[config.mk]
export PLATFORM = sky130hd
export DESIGN_NAME = pk16_alu
export DESIGN_NICKNAME = d
export VERILOG_FILES = /design/src/rtl/pk16_pkg.sv /design/src/rtl/pk16_decode.sv /design/src/rtl/pk16_lane.sv /design/src/rtl/pk16_alu.sv
export SDC_FILE = /design/constraint.sdc
export NUM_CORES = 1
export LEC_CHECK = 0
export ABC_AREA = 1
export BUFFER_PORTS_ARGS = -buffer_cell sky130_fd_sc_hd__clkbuf_2
export CAP_MARGIN = 0
export CORE_MARGIN = 10
export CORE_UTILIZATION = 35
export CTS_BUF_LIST = sky130_fd_sc_hd__clkbuf_4
export CTS_CLUSTER_DIAMETER = 40
export DETAILED_ROUTE_END_ITERATION = 10
export GPL_TIMING_DRIVEN = 0
export HOLD_SLACK_MARGIN = 0.1
export PLACE_DENSITY = 0.59
export SETUP_SLACK_MARGIN = 0.05
export SLEW_MARGIN = 10
export SYNTH_ARGS = -nofsm -noshare
export SYNTH_HDL_FRONTEND = slang
export SYNTH_SLANG_ARGS = --single-unit
[constraint.sdc]
create_clock -name clk_i -period 1.3 [get_ports clk_i]
set_clock_uncertainty 0.15 [all_clocks]
set_input_delay 0.065 -clock clk_i [delete_from_list [all_inputs] [get_ports clk_i]]
set_output_delay 0.065 -clock clk_i [all_outputs]
set_load 0.02 [all_outputs]
[src/rtl/pk16_pkg.sv]
package pk16_pkg;
  localparam int OP_W = 10;

  localparam logic [OP_W-1:0] OP_MAD_S = 10'h380;
  localparam logic [OP_W-1:0] OP_MUL_LO = 10'h381;
  localparam logic [OP_W-1:0] OP_ADD_S = 10'h382;
  localparam logic [OP_W-1:0] OP_SUB_S = 10'h383;
  localparam logic [OP_W-1:0] OP_SHL = 10'h384;
  localparam logic [OP_W-1:0] OP_SHR = 10'h385;
  localparam logic [OP_W-1:0] OP_SRA = 10'h386;
  localparam logic [OP_W-1:0] OP_MAX_S = 10'h387;
  localparam logic [OP_W-1:0] OP_MIN_S = 10'h388;
  localparam logic [OP_W-1:0] OP_MAD_U = 10'h389;
  localparam logic [OP_W-1:0] OP_ADD_U = 10'h38A;
  localparam logic [OP_W-1:0] OP_SUB_U = 10'h38B;
  localparam logic [OP_W-1:0] OP_MAX_U = 10'h38C;
  localparam logic [OP_W-1:0] OP_MIN_U = 10'h38D;

  typedef enum logic [3:0] {
    K_ADD, K_SUB, K_MUL, K_MAD, K_SHL, K_SHR, K_SRA, K_MAX, K_MIN
  } kind_e;

  typedef struct packed {
    kind_e kind;
    logic  sgn;
    logic  legal;
  } ctl_t;
endpackage

[src/rtl/pk16_decode.sv]
module pk16_decode
  import pk16_pkg::*;
(
  input  logic [OP_W-1:0] op_i,
  output ctl_t            ctl_o
);
  always_comb begin
    ctl_o = '{kind: K_ADD, sgn: 1'b0, legal: 1'b1};
    unique case (op_i)
      OP_MAD_S:  begin ctl_o.kind = K_MAD; ctl_o.sgn = 1'b1; end
      OP_MAD_U:  ctl_o.kind = K_MAD;
      OP_MUL_LO: ctl_o.kind = K_MUL;
      OP_ADD_S:  begin ctl_o.kind = K_ADD; ctl_o.sgn = 1'b1; end
      OP_ADD_U:  ctl_o.kind = K_ADD;
      OP_SUB_S:  begin ctl_o.kind = K_SUB; ctl_o.sgn = 1'b1; end
      OP_SUB_U:  ctl_o.kind = K_SUB;
      OP_SHL:    ctl_o.kind = K_SHL;
      OP_SHR:    ctl_o.kind = K_SHR;
      OP_SRA:    ctl_o.kind = K_SRA;
      OP_MAX_S:  begin ctl_o.kind = K_MAX; ctl_o.sgn = 1'b1; end
      OP_MIN_S:  begin ctl_o.kind = K_MIN; ctl_o.sgn = 1'b1; end
      OP_MAX_U:  ctl_o.kind = K_MAX;
      OP_MIN_U:  ctl_o.kind = K_MIN;
      default:   ctl_o.legal = 1'b0;
    endcase
  end
endmodule

[src/rtl/pk16_lane.sv]
module pk16_lane
  import pk16_pkg::*;
#(
  parameter int LANE_W = 16
) (
  input  kind_e             kind_i,
  input  logic              sgn_i,
  input  logic [LANE_W-1:0] a_i,
  input  logic [LANE_W-1:0] b_i,
  input  logic [LANE_W-1:0] c_i,
  output logic [LANE_W-1:0] res_o
);
  localparam int SH_W = $clog2(LANE_W);

  logic [LANE_W-1:0] prod;
  logic [SH_W-1:0]   amt;
  logic              a_lt_b;

  assign prod = a_i * b_i;   // low half only; sign does not matter here
  assign amt  = a_i[SH_W-1:0];
  assign a_lt_b = sgn_i ? ($signed(a_i) < $signed(b_i)) : (a_i < b_i);

  always_comb begin
    unique case (kind_i)
      K_ADD:   res_o = a_i + b_i;
      K_SUB:   res_o = a_i - b_i;
      K_MUL:   res_o = prod;
      K_MAD:   res_o = prod + c_i;
      K_SHL:   res_o = b_i << amt;
      K_SHR:   res_o = b_i >> amt;
      K_SRA:   res_o = $unsigned($signed(b_i) >>> amt);
      K_MAX:   res_o = a_lt_b ? b_i : a_i;
      K_MIN:   res_o = a_lt_b ? a_i : b_i;
      default: res_o = '0;
    endcase
  end
endmodule

[src/rtl/pk16_alu.sv]
module pk16_alu
  import pk16_pkg::*;
#(
  parameter int LANE_W = 16,
  parameter int LANES  = 2
) (
  input  logic                     clk_i,
  input  logic                     rst_ni,
  input  logic [OP_W-1:0]          op_i,
  input  logic [LANE_W*LANES-1:0]  src_a_i,
  input  logic [LANE_W*LANES-1:0]  src_b_i,
  input  logic [LANE_W*LANES-1:0]  src_c_i,
  output logic [LANE_W*LANES-1:0]  result_o,
  output logic                     illegal_o
);
  localparam int DATA_W = LANE_W * LANES;
  localparam int SH_W   = $clog2(LANE_W);

  ctl_t              ctl;
  logic [DATA_W-1:0] lanes_res;
  logic              past_ok;

  pk16_decode u_dec (.op_i(op_i), .ctl_o(ctl));

  for (genvar g = 0; g < LANES; g++) begin : g_lane
    pk16_lane #(.LANE_W(LANE_W)) u_lane (
      .kind_i(ctl.kind),
      .sgn_i (ctl.sgn),
      .a_i   (src_a_i[g*LANE_W +: LANE_W]),
      .b_i   (src_b_i[g*LANE_W +: LANE_W]),
      .c_i   (src_c_i[g*LANE_W +: LANE_W]),
      .res_o (lanes_res[g*LANE_W +: LANE_W])
    );
  end

  always_ff @(posedge clk_i or negedge rst_ni) begin
    if (!rst_ni) begin
      result_o  <= '0;
      illegal_o <= 1'b0;
      past_ok   <= 1'b0;
    end else begin
      result_o  <= ctl.legal ? lanes_res : '0;
      illegal_o <= !ctl.legal;
      past_ok   <= 1'b1;
    end
  end

  AST_ILLEGAL_ZERO: assert property (@(posedge clk_i) disable iff (!rst_ni)
    illegal_o |-> result_o == '0);

  AST_ILLEGAL_RANGE: assert property (@(posedge clk_i) disable iff (!rst_ni)
    past_ok |-> illegal_o == ($past(op_i) < OP_MAD_S || $past(op_i) > OP_MIN_U));

  for (genvar g = 0; g < LANES; g++) begin : g_chk
    AST_UMAX_BOUND: assert property (@(posedge clk_i) disable iff (!rst_ni)
      past_ok && $past(op_i) == OP_MAX_U |->
        result_o[g*LANE_W +: LANE_W] >= $past(src_a_i[g*LANE_W +: LANE_W]) &&
        result_o[g*LANE_W +: LANE_W] >= $past(src_b_i[g*LANE_W +: LANE_W]));

    AST_SMIN_BOUND: assert property (@(posedge clk_i) disable iff (!rst_ni)
      past_ok && $past(op_i) == OP_MIN_S |->
        $signed(result_o[g*LANE_W +: LANE_W]) <= $signed($past(src_a_i[g*LANE_W +: LANE_W])) &&
        $signed(result_o[g*LANE_W +: LANE_W]) <= $signed($past(src_b_i[g*LANE_W +: LANE_W])));

    AST_SHIFT_ZERO_CNT: assert property (@(posedge clk_i) disable iff (!rst_ni)
      past_ok && ($past(op_i) == OP_SHL || $past(op_i) == OP_SHR || $past(op_i) == OP_SRA) &&
        $past(src_a_i[g*LANE_W +: SH_W]) == '0 |->
        result_o[g*LANE_W +: LANE_W] == $past(src_b_i[g*LANE_W +: LANE_W]));
  end
endmodule

---- Word level (Yosys, flattened, before mapping) ----
Index checks and enable logic that the tools add are counted.
word-level totals
  flip-flop bits (word level) ............. 33
  input port bits ......................... 108
  output and inout bits ................... 33
  word-level logic and storage cells ...... 62
cells by class
  add/sub/neg operators ................... 6
  multipliers ............................. 2
  order comparisons ....................... 4
  equal/unequal tests ..................... 22
  shift operators ......................... 6
  mux-type cells .......................... 12
  reductions and logical operators ........ 8
operators with widths
  kind                                                                   number
  16-bit case mux with 9 select lines                                    2
  10-bit equality test, second input constant                            14
  16-bit adder                                                           4
  16-bit less-than comparator                                            4
  16-bit two-way mux                                                     4
  16-bit by 16-bit multiplier with 16-bit output                         2
  32-bit two-way mux                                                     1
  4-bit case mux with 8 select lines                                     1
  16-bit by 4-bit left shift with 16-bit output                          2
  16-bit by 4-bit right shift with 16-bit output                         2
  16-bit by 4-bit >>> shifter with 16-bit output                         2
  16-bit subtractor                                                      2
  4-bit by 3-bit equality test with 1-bit output, second input constant  4
  14-bit OR reduction                                                    1
  4-bit by 2-bit equality test with 1-bit output, second input constant  2
  2-bit OR reduction                                                     4
  5-bit OR reduction                                                     1
  4-bit by 1-bit equality test with 1-bit output, second input constant  1
  4-bit equality test, second input constant                             1
  4-bit logical NOT                                                      1
  1-bit two-way mux                                                      4
  1-bit logical NOT                                                      1

---- Logic depth before layout (Yosys ltp) ----
Gate-level depths: netlist (run 1).
  depth after elaboration ................. 7
  depth in mapped cells ................... 40
  gate-level depth less buffers ........... 36

---- Modules after synthesis ----
From an unflattened synthesis (run 1), not the netlist that was laid out.
second synthesis, totals
  cells, all modules ...................... 3222
  area total of the unflattened synthesis .. 19482.4 um^2
modules (own cells, without submodules)
  module                         instances  cells each  area an instance (um^2)  sequential area each (um^2)
  pk16_lane at g_lane[0].u_lane  1          1512        9097.5                   0.0
  pk16_lane at g_lane[1].u_lane  1          1553        8951.1                   0.0
  pk16_alu                       1          102         1143.6                   825.8
  pk16_decode                    1          55          290.3                    0.0

---- Worst setup path before layout (run 1) ----
Ideal clock, no wire load.
  path kind ............................... input to register
  start point ............................. in src_a_i[1]
  end point ............................... reg result_o[15]
  library setup time ...................... 0.138 ns
  arrival time ............................ 6.304 ns
  data required time ...................... 1.012 ns
  path slack .............................. -5.291 ns
  stages .................................. 37
  path buffers ............................ 4
  cell sequence ........................... buf_2 clkbuf_1 clkbuf_1 buf_1 nand2_1 inv_1 fa_1 fa_1 ha_1 fa_1 inv_1 fa_1 fa_1 inv_1 ha_1 nand2_1 inv_1 a21oi_1 nand2_1 or2_2 nand2_1 inv_1 ha_1 nand2_1 nor3_1 nand3_1 nand3_1 nand2_1 nand2_1 a21oi_1 or2_2 nand2_1 nand2_1 nand2_1 nand3_1 nand3_1 a21oi_1
between the ends
  word-level cells in the longest chain between the ends .. 5
  elaborated cells between the ends (all ways) .. 14
  those cells by class .................... add/sub (3); mul (1); order compare (2); shift (3); mux (5)
RTL lines
  item                                                                                    line             RTL
  from (decl)                                                                             pk16_alu.sv:10   input logic [LANE_W*LANES-1:0] src_a_i,
  branches (longest 3 deep; another with 16-bit by 16-bit multiplier with 16-bit output)  -
  16-bit case mux with 9 select lines *                                                   pk16_lane.sv:24  unique case (kind_i)
  32-bit two-way mux *                                                                    pk16_alu.sv:42   result_o <= ctl.legal ? lanes_res : '0;
  to (signal assigned)                                                                    pk16_alu.sv:42
  to (decl)                                                                               pk16_alu.sv:13   output logic [LANE_W*LANES-1:0] result_o,
Mark *: on every way between the ends.

---- Worst setup path in the final report (run 1) ----
  start point ............................. in src_a_i[3]
  end point ............................... reg result_o[15]
Same word-level chain as after synthesis.

==> flow_summary.yaml, run 1 <==
yosys:
  synth_ff_type: "dfrtp_1"
  syn-cell-area_um2: 18600
  synth_top_area_share_pct: 17.8
  synth_seq_cells: 33
  synth_enable_flop_cells: 0
  synth.most_common_cell: "nand2_1"
  ys_seq_area_share_pct: 4.43
  yosysTopAreaCell: "fa_1"
  ys_warn_count: 0
  synthTopCellsByCount: "nand2_1 (800), inv_1 (655), a21oi_1 (221), o21ai_0 (193), ha_1 (190)"
  ys_async_sr_fraction_pct: 100
  synth_nets: 3542
  syn_avg_cell_area_um2: 6.05
  syn_inst: 3078
  yosysUniqueCellTypes: 57
  synth_area_leaders: "fa_1 (18%), nand2_1 (16%), inv_1 (13%)"
finish:
  fillers: 5453
  drive_gt1_share_pct: 25.5
  stdcell_count: 4045
  finalNetCount: 3819
  area_delta_synth_final_pct: 34.5
run:
  max-cap-violations: 0
place:
  place_inst: 3906
  hpwl_mm: 71.1
  port_buffers: 140
  gp_congestion: 1.04
sta:
  max-slew-margin-rel_pct: 16.2
  rsz0062_at_grt: "yes"
  clock.fmax_ghz: 0.162
  finalSetupViolations: 33
  setup_tns_ns: -112.23
  period_share_pct: 476
  drv_slew: 0
  tightest_slew_ns: 1.26
  finalCriticalPeriod_ns: 6.19
  hold_violations: 0
  setup_slack_ns: -4.89
floorplanning:
  die_w_um: 251
  row_count: 84
  io_pins: 141
  die_h_um: 251
  initial_utilization_pct: 35.4
  die-area_um2: 62900
  core_um2: 52700
grt:
  grt_first_pass_wirelength_mm: 130
  antenna_found_initial: 1
  grtUsageTotal_pct: 26.7
  grt_max_degree: 34
  overflow: 0
  grt_pass1_vias: 21600
routing:
  wl_mm: 87.4
  drtIter0Drc: 1850
  drc_errors: 0
  vias_per_cell: 5.35
  avgRoutedWirePerCell_um: 21.6
  ant_nets: 0
  via_count: 21600
  dr.pass1.iters: 6
cts:
  cts.sink_count: 33
  numCtsBuffers: 5
  cts.reportedPaths.clkPinSlew_ns: 0.09
  cts_tree: "yes"
  root_buffer: "clkbuf_4"
  clk_path_buf_depth: 2
  htreeDepth: 2
pwr:
  power_frac_comb_pct: 97.2
  swShare_pct: 56.5
  powerDensity_nw_per_um2: 2580
  p_switching_w: 0.0365
  leakage_nw: 13.3
  p_seq_share_pct: 1.6
  internal_power_w: 0.0281
  vdd_drop_max_mv: 4.21
  clockPowerShare_pct: 1.2
worst_setup_path:
  cpMostUsedCell: "nand2_4"
  cp-start-kind: "input pin"
  crit_path_max_fanout: 4
  cp_data_required_time_ns: 1.41
  cpPeakStageDelay_ns: 0.57
  crit_arrival_ns: 6.29
  crit_type: "input pin to flop"
  crit_slowest_cell: "fa_2"
  end_kind: "flop"
worst_hold_path:
  worstHoldPathType: "input pin to flop"
status:
  status: "finished with violations"
  violations: "setup timing"
[worst paths after layout]
kind                              from            to  slack, ns  depth (start not counted)
setup / recovery            src_a_i[3]  result_o[15]      -4.89                         38
max in group asynchronous       rst_ni  result_o[20]       0.29                          2
min in group asynchronous       rst_ni   result_o[6]       0.20                          2
hold / removal             src_a_i[29]  result_o[29]       0.14                          3
[kinds of logic (layout without fill, tap and decap cells)]
logic type / count (synthesis) / after routing / share of synthesized area (%)
flip-flops: 33 / 33 / 4.43
adder cells (fa/ha/maj): 356 / 356 / 30.6
multiplexers: 11 / 11 / 0.591
other: 0 / 1 / 0
XOR/XNOR: 57 / 57 / 2.68
buffers and inverters: 815 / 1093 / 16.7
AO/OA/AOI/OAI: 580 / 580 / 17.6
AND/OR/NAND/NOR: 1226 / 1226 / 27.4
[repair_timing]
action / 4_1_cts / 5_1_grt
pin swaps: 137 / 126
setup endpoints to repair: 33 / 33
buffers inserted: 82 / 47
resized for setup: 401 / 223
hold buffers: 5 / 0
gates cloned: 1 / 0
endpoints found under the hold margin: 37 / 0
[cell type report]
| class | count | area (um^2) | share of cell area, % |
|---|---|---|---|
| sequential | 33 | 826 | 3.29 |
| clock buffer | 6 | 45.0 | 0.180 |
| clock inverter | 2 | 33.8 | 0.135 |
| inverter | 677 | 2660 | 10.6 |
| antenna | 1 | 2.50 | 0.00998 |
| tap | 688 | 861 | 3.43 |
| timing repair buffer | 272 | 2010 | 8.04 |
| multi-input combinational | 2230 | 17200 | 68.7 |
| buffer | 136 | 1420 | 5.66 |
[state kept, by name (all words and copies together), names as in the netlist]
| signal | flops |
|---|---|
| result_o | 32 |
| illegal_o | 1 |
[cell usage in the layout, fill, tap and decap left out, drive strengths merged, types with 28 or more instances in the layout]
cell type	count
a21oi	222
buf	184
clkbuf	225
dfrtp	33
fa	166
ha	190
inv	665
nand2	809
nand3	179
nor2	141
nor3	39
o211ai	58
o21ai	209
or2	28
xor2	40
[worst max-delay path: cells and delay by family]
family / cells / cell delay [ns]
compound gates: 5 / 0.70
fa+ha+maj: 8 / 3.09
simple gates: 14 / 1.41
buf+inv: 11 / 1.03
[power by group through the flow]
stage	registers, W	clock network (W)	logic, W
6_report	0.00104	0.000760	0.0628
5_1_grt	0.00104	0.000861	0.0679
4_1_cts	0.00104	0.000797	0.0547
3_5_place_dp	0.00106	0	0.0390
3_3_place_gp	0.00106	0	0.0386
2_1_floorplan	0.00107	0	0.0332
[through the flow]
step / worst slack (ns) / hold WS (ns) / util [%] / area [um^2] / total power, W
CTS: -4.96 / 0.105 / 45.4 / 23900 / 0.0565
finish: -4.89 / 0.136 / 47.6 / 25100 / 0.0646
floorplan: -4.62 / -0.381 / - / 19700 / 0.0342
global placement: -6.01 / 0.0339 / 40.4 / 21300 / 0.0397
global route: -5.11 / 0.101 / 47.6 / 25100 / 0.0698
detailed placement: -5.99 / 0.0399 / 40.4 / 21300 / 0.0401
[layer usage]
layer  up-vias  track usage, %  part of all wire (%)
met5         -               0                     0
met4         0            17.3                   8.1
met3       248            2.55                   5.5
met2       851            47.3                    49
met1     10300            30.1                    37
li1      10200               -                     -
(Power assumes the default switching activity.)
==> run 2, diff against run 1 <==
ABC_AREA = default   (was 1)
==> run 2 against run 1 <==
  * The run still ends with setup timing left
  * Clock power rose by 49%
  * Design area is 4.7% lower
  * Non-clock buffer count rose by 32
  * First-iteration DRC count is 9.6% lower
  * Sequential share of layout area rose by 0.17 points
  * Global-route usage up 1.7 points
  * Count of clock-buffer cells in the layout fell by 1
  * Sequential power about the same
  * Sequential cell count stayed put
  * Largest cell class unchanged
==> flow_summary.yaml, run 2 <==
yosys:
  synth_top_area_share_pct: 19.6
  synth_area_leaders: "fa_1 (20%), ha_1 (14%), inv_1 (6.9%)"
  ys_warn_count: 0
  yosysTopAreaCell: "fa_1"
  synth_seq_cells: 33
  yosysUniqueCellTypes: 84
  synth_enable_flop_cells: 0
  syn-cell-area_um2: 17000
  synth.most_common_cell: "inv_1"
  synth_ff_type: "dfrtp_1"
  syn_inst: 2270
  synthTopCellsByCount: "inv_1 (314), nand2_1 (236), nor2_1 (191), ha_1 (190), fa_1 (166)"
  ys_async_sr_fraction_pct: 100
  synth_nets: 2734
  syn_avg_cell_area_um2: 7.47
  ys_seq_area_share_pct: 4.87
worst_setup_path:
  end_kind: "flop"
  crit_slowest_cell: "fa_1"
  crit_path_max_fanout: 7
  cp-start-kind: "input pin"
  cp_data_required_time_ns: 1.46
  cpPeakStageDelay_ns: 0.55
  crit_type: "input pin to flop"
  worst-path-buf-inv: 6
  cpMostUsedCell: "fa_1"
  crit_family: "adder cells"
  crit_arrival_ns: 6.34
sta:
  setup_tns_ns: -111.29
  clock.fmax_ghz: 0.162
  max-slew-margin-rel_pct: 26.2
  period_share_pct: 475
  setup_slack_ns: -4.88
  fin_hold_ws_ns: 0.0886
  tightest_slew_ns: 1.11
  drv_slew: 0
  hold_violations: 0
  rsz0062_at_grt: "yes"
  finalSetupViolations: 32
  finalCriticalPeriod_ns: 6.18
floorplanning:
  die-area_um2: 57700
  io_pins: 141
  die_w_um: 240
  core_um2: 47800
  die_h_um: 240
  initial_utilization_pct: 35.4
  row_count: 80
place:
  gp_congestion: 1.04
  place_area_um2: 19500
  hpwl_mm: 66.1
  port_buffers: 140
cts:
  clk_path_buf_depth: 2
  root_buffer: "clkbuf_4"
  htreeDepth: 2
  cts_tree: "yes"
  cts.sink_count: 33
  numCtsBuffers: 5
  cts.reportedPaths.clkPinSlew_ns: 0.12
finish:
  utilization_pct: 49.9
  area_delta_synth_final_pct: 40.9
  largest_reg_flops: 32
  fin_area_um2: 23900
  finalNetCount: 3052
  final_common_cell: "inv_1"
  drive_gt1_share_pct: 29.5
  top_register: "result_o"
  top_regs: "result_o: 32 flops, illegal_o: 1 flops"
  most-common-layout-cells: "inv_1 (275), nand2_1 (224), nor2_1 (173), fa_1 (153), clkbuf_2 (129)"
routing:
  drc_errors: 0
  wl_mm: 84.4
  drtIter0Drc: 1672
  vias_per_cell: 5.85
  ant_nets: 0
  avgRoutedWirePerCell_um: 26.3
  via_count: 18700
  dr.pass1.iters: 6
run:
  max-cap-violations: 0
worst_hold_path:
  worstHoldPathType: "input pin to flop"
  hp-start: "src_c_i[8]"
  hold_depth: 5
  whs_endpoint: "result_o[8]"
status:
  violations: "setup timing"
  status: "finished with violations"
grt:
  grt_max_degree: 34
  grtUsageTotal_pct: 28.4
  grt_pass1_vias: 19000
  overflow: 0
  grt_first_pass_wirelength_mm: 122
  antenna_found_initial: 3
pwr:
  p_total_w: 0.0707
  vdd_drop_max_mv: 4.90
  powerDensity_nw_per_um2: 2960
  leakage_nw: 10.7
## run 2: cell count changes after synthesis, sizes merged, moves of 51 or more
cell | previous run | this run
a21oi | 222 | 160
inv | 671 | 314
nand2 | 809 | 237
nor2 | 141 | 192
nand3 | 179 | 28
o21ai | 209 | 122
and2 | 1 | 101
xnor2 | 17 | 86
## run 2: area by class of cell
type	count	area, um^2
clock buffers	5	37.5
flip-flops and latches	33	828
plain buffers	127	1480
fillers	4584	24000
clock inverters	3	68.8
inverters	316	1260
diodes	1	2.50
repair buffers	313	2440
multi-input cells	1792	17000
well taps	615	769
## run 2: through the flow
step                      setup slack [ns]  std cells
after floorplan                      -4.62       2270
after global placement               -6.44       3025
after detailed placement             -6.16       3028
after CTS                            -4.87       3141
after global routing                 -5.08       3205
final                                -4.88       3205
## run 2: power breakdown
group	internal (W)	switching [W]	leakage [nW]	total (W)
clock network	0.000605	0.000526	0.0558	0.00113
registers	0.00103	0.00000358	0.452	0.00104
logic	0.0329	0.0356	10.1	0.0685
total	0.0345	0.0362	10.7	0.0707
## run 2: metal layers
metal  vias up  global-route usage (%)  part of all wire [%]
li1       8309                       -                     -
met1      9207                    32.4                    38
met2       963                    49.4                    48
met4         2                    18.3                   7.4
met5         -                       0                 0.015
met3       268                    3.43                   6.3
## run 2: worst max path at each step
stage,endpoint,depth (start not counted),from
after floorplan,result_o[13],28,src_a_i[2]
after global placement,result_o[26],25,src_b_i[22]
after detailed placement,result_o[30],22,src_b_i[17]
after CTS,result_o[28],27,src_a_i[19]
after global routing,result_o[31],27,src_a_i[21]
final,result_o[31],27,src_b_i[21]
## run 2: timing repair
action,in CTS,in global routing
hold buffers,29,1
setup endpoints to repair,34,42
resized for setup,335,211
pin swaps,139,159
setup buffers,78,64
endpoints found under the hold margin,56,2
## run 2: cells by family after synthesis
| family | Yosys count | share of synthesized area (%) |
|---|---|---|
| adders and majority gates | 356 | 33.6 |
| and+or+nand+nor | 687 | 18.9 |
| AOI/OAI and AO/OA | 578 | 22.8 |
| buffers and inverters | 445 | 10.1 |
| DFF | 33 | 4.87 |
| xor gates and xnor gates | 115 | 6.10 |
| muxes | 56 | 3.60 |
==> run 3, diff against run 2 <==
SETUP_SLACK_MARGIN = 0.1   (was 0.05)
SYNTH_HIERARCHICAL = 1   (was default)
==> run 3 against run 2 <==
  * The run still ends with setup timing left
  * Total power down 9.5%
  * Non-clock buffer count down 70
  * Largest cell class unchanged
  * Critical path type unchanged
  * Count of clock-buffer cells in the layout unchanged
  * Synthesized area up 0.57%
==> flow_summary.yaml, run 3 <==
status:
  status: "finished with violations"
  violations: "setup timing"
finish:
  drive_gt1_share_pct: 27.4
  fillers: 4681
  largest_reg_flops: 32
  final_common_cell: "inv_1"
  most-common-layout-cells: "inv_1 (267), nand2_1 (203), nor2_1 (177), fa_1 (156), clkbuf_2 (134)"
  top_register: "result_o"
  finalNetCount: 2961
  top_regs: "result_o: 32 flops, illegal_o: 1 flops"
  area_delta_synth_final_pct: 34.2
  fin_area_um2: 22900
  stdcell_count: 3114
routing:
  wl_mm: 81.6
  vias_per_cell: 5.84
  ant_nets: 0
  drtIter0Drc: 1609
  via_count: 18200
  avgRoutedWirePerCell_um: 26.2
  drc_errors: 0
  dr.pass1.iters: 5
worst_setup_path:
  cp-start-kind: "input pin"
  end_kind: "flop"
  cp_data_required_time_ns: 1.38
  cpMostUsedCell: "fa_1"
  crit_slowest_cell: "fa_1"
  crit_arrival_ns: 6.51
  cpPeakStageDelay_ns: 0.54
  crit_path_max_fanout: 7
  crit_type: "input pin to flop"
grt:
  overflow: 0
  gr-usage-met2_pct: 39.8
  grtUsageTotal_pct: 27.7
  grt_first_pass_wirelength_mm: 120
  met1_usage_pct: 39.4
  grt_max_degree: 34
  grt_pass1_vias: 18400
  globalRoute.busiestLayer: "met2"
  globalRouteMet3Util_pct: 8.06
  antenna_found_initial: 2
sta:
  max-slew-margin-rel_pct: 28.4
  rsz0062_at_grt: "yes"
  hold_violations: 0
  setup_slack_ns: -5.13
  finalCriticalPeriod_ns: 6.43
  tightest_slew_ns: 1.07
  finalSetupViolations: 32
  period_share_pct: 494
  drv_slew: 0
  clock.fmax_ghz: 0.156
run:
  max-cap-violations: 0
yosys:
  synth.most_common_cell: "inv_1"
  ys_async_sr_fraction_pct: 100
  syn-cell-area_um2: 17100
  ys_warn_count: 6
  syn_avg_cell_area_um2: 7.62
  synth_enable_flop_cells: 0
  syn_inst: 2237
  yosysTopAreaCell: "fa_1"
  synth_ff_type: "dfrtp_1"
  synthTopCellsByCount: "inv_1 (298), nand2_1 (217), nor2_1 (196), ha_1 (190), fa_1 (166)"
  synth_nets: 2701
  yosysUniqueCellTypes: 87
  synth_seq_cells: 33
  ys_seq_area_share_pct: 4.84
  synth_top_area_share_pct: 19.5
  synth_area_leaders: "fa_1 (19%), ha_1 (14%), inv_1 (6.6%)"
place:
  gp_congestion: 1.02
  place_inst: 2990
  place_area_um2: 19400
  hpwl_mm: 65.8
  port_buffers: 138
floorplanning:
  die_h_um: 241
  initial_utilization_pct: 35.6
  row_count: 80
  core_um2: 47900
  io_pins: 141
  die-area_um2: 58000
  die_w_um: 241
pwr:
  powerDensity_nw_per_um2: 2790
  leakage_nw: 10.3
  vdd_drop_max_mv: 5.12
cts:
  cts.reportedPaths.clkPinSlew_ns: 0.11
  cts_tree: "yes"
  htreeDepth: 2
  numCtsBuffers: 5
  cts.sink_count: 33
  clk_path_buf_depth: 2
  root_buffer: "clkbuf_4"
worst_hold_path:
  worstHoldPathType: "input pin to flop"
-- run 3: worst paths after layout --
kind	end	from	cells after the start
max	result_o[15]	src_a_i[2]	29
max in group asynchronous	result_o[4]	rst_ni	2
min	result_o[19]	src_b_i[19]	4
min in group asynchronous	result_o[27]	rst_ni	2
-- run 3: power breakdown --
group,internal (W),switching (W)
logic,0.0291,0.0329
registers,0.00103,0.00000255
clock network,0.000605,0.000382
-- run 3: final cells by class --
class | count | area [um^2] | share of cell area (%)
multi-input combinational | 1788 | 16700 | 73.1
timing repair buffer | 253 | 1790 | 7.82
buffer | 117 | 1500 | 6.53
inverter | 299 | 1170 | 5.13
sequential | 33 | 826 | 3.61
tap | 615 | 769 | 3.36
clock inverter | 3 | 68.8 | 0.301
clock buffer | 5 | 37.5 | 0.164
antenna | 1 | 2.50 | 0.0109
-- run 3: critical path: cells and delay by family --
| family | cells | cell delay (ns) |
|---|---|---|
| fa+ha+maj | 8 | 3.17 |
| simple gates | 3 | 0.44 |
| buf+inv | 10 | 0.94 |
| compound gates | 6 | 1.49 |
| xor+xnor | 2 | 0.37 |
-- run 3: what timing repair did --
action                                  in CTS  in global routing
gates cloned                                 0                  0
endpoints found under the setup margin      33                 33
hold buffers                                 1                  0
gates resized for setup                    377                110
pin swaps                                  169                 64
endpoints found under the hold margin       35                  0
buffers inserted                            98                 16
-- run 3: layer usage --
metal	wire (um)	share of wire, %
met1	37000	45
met2	34100	42
met3	8400	10
met4	2110	2.6
met5	0	0
-- run 3: kinds of logic after synthesis --
family | synth area share [%]
simple gates | 20.6
compound gates | 20.8
buf+inv | 9.40
fa+ha+maj | 33.4
xor+xnor | 5.97
mux | 4.94
flops | 4.84
-- run 3: per-stage QoR --
step	hold WS, ns	total power, W	util (%)	setup TNS, ns	worst slack, ns
after global routing	0.106	0.0677	47.7	-122.49	-5.29
after detailed placement	0.0454	0.0371	40.5	-152.55	-6.57
after floorplan	-0.381	0.0334	-	-110.80	-5.03
final	0.101	0.0640	47.7	-119.06	-5.13
after global placement	0.0209	0.0365	40.5	-152.29	-6.52
after CTS	0.0792	0.0599	46.5	-117.47	-5.14
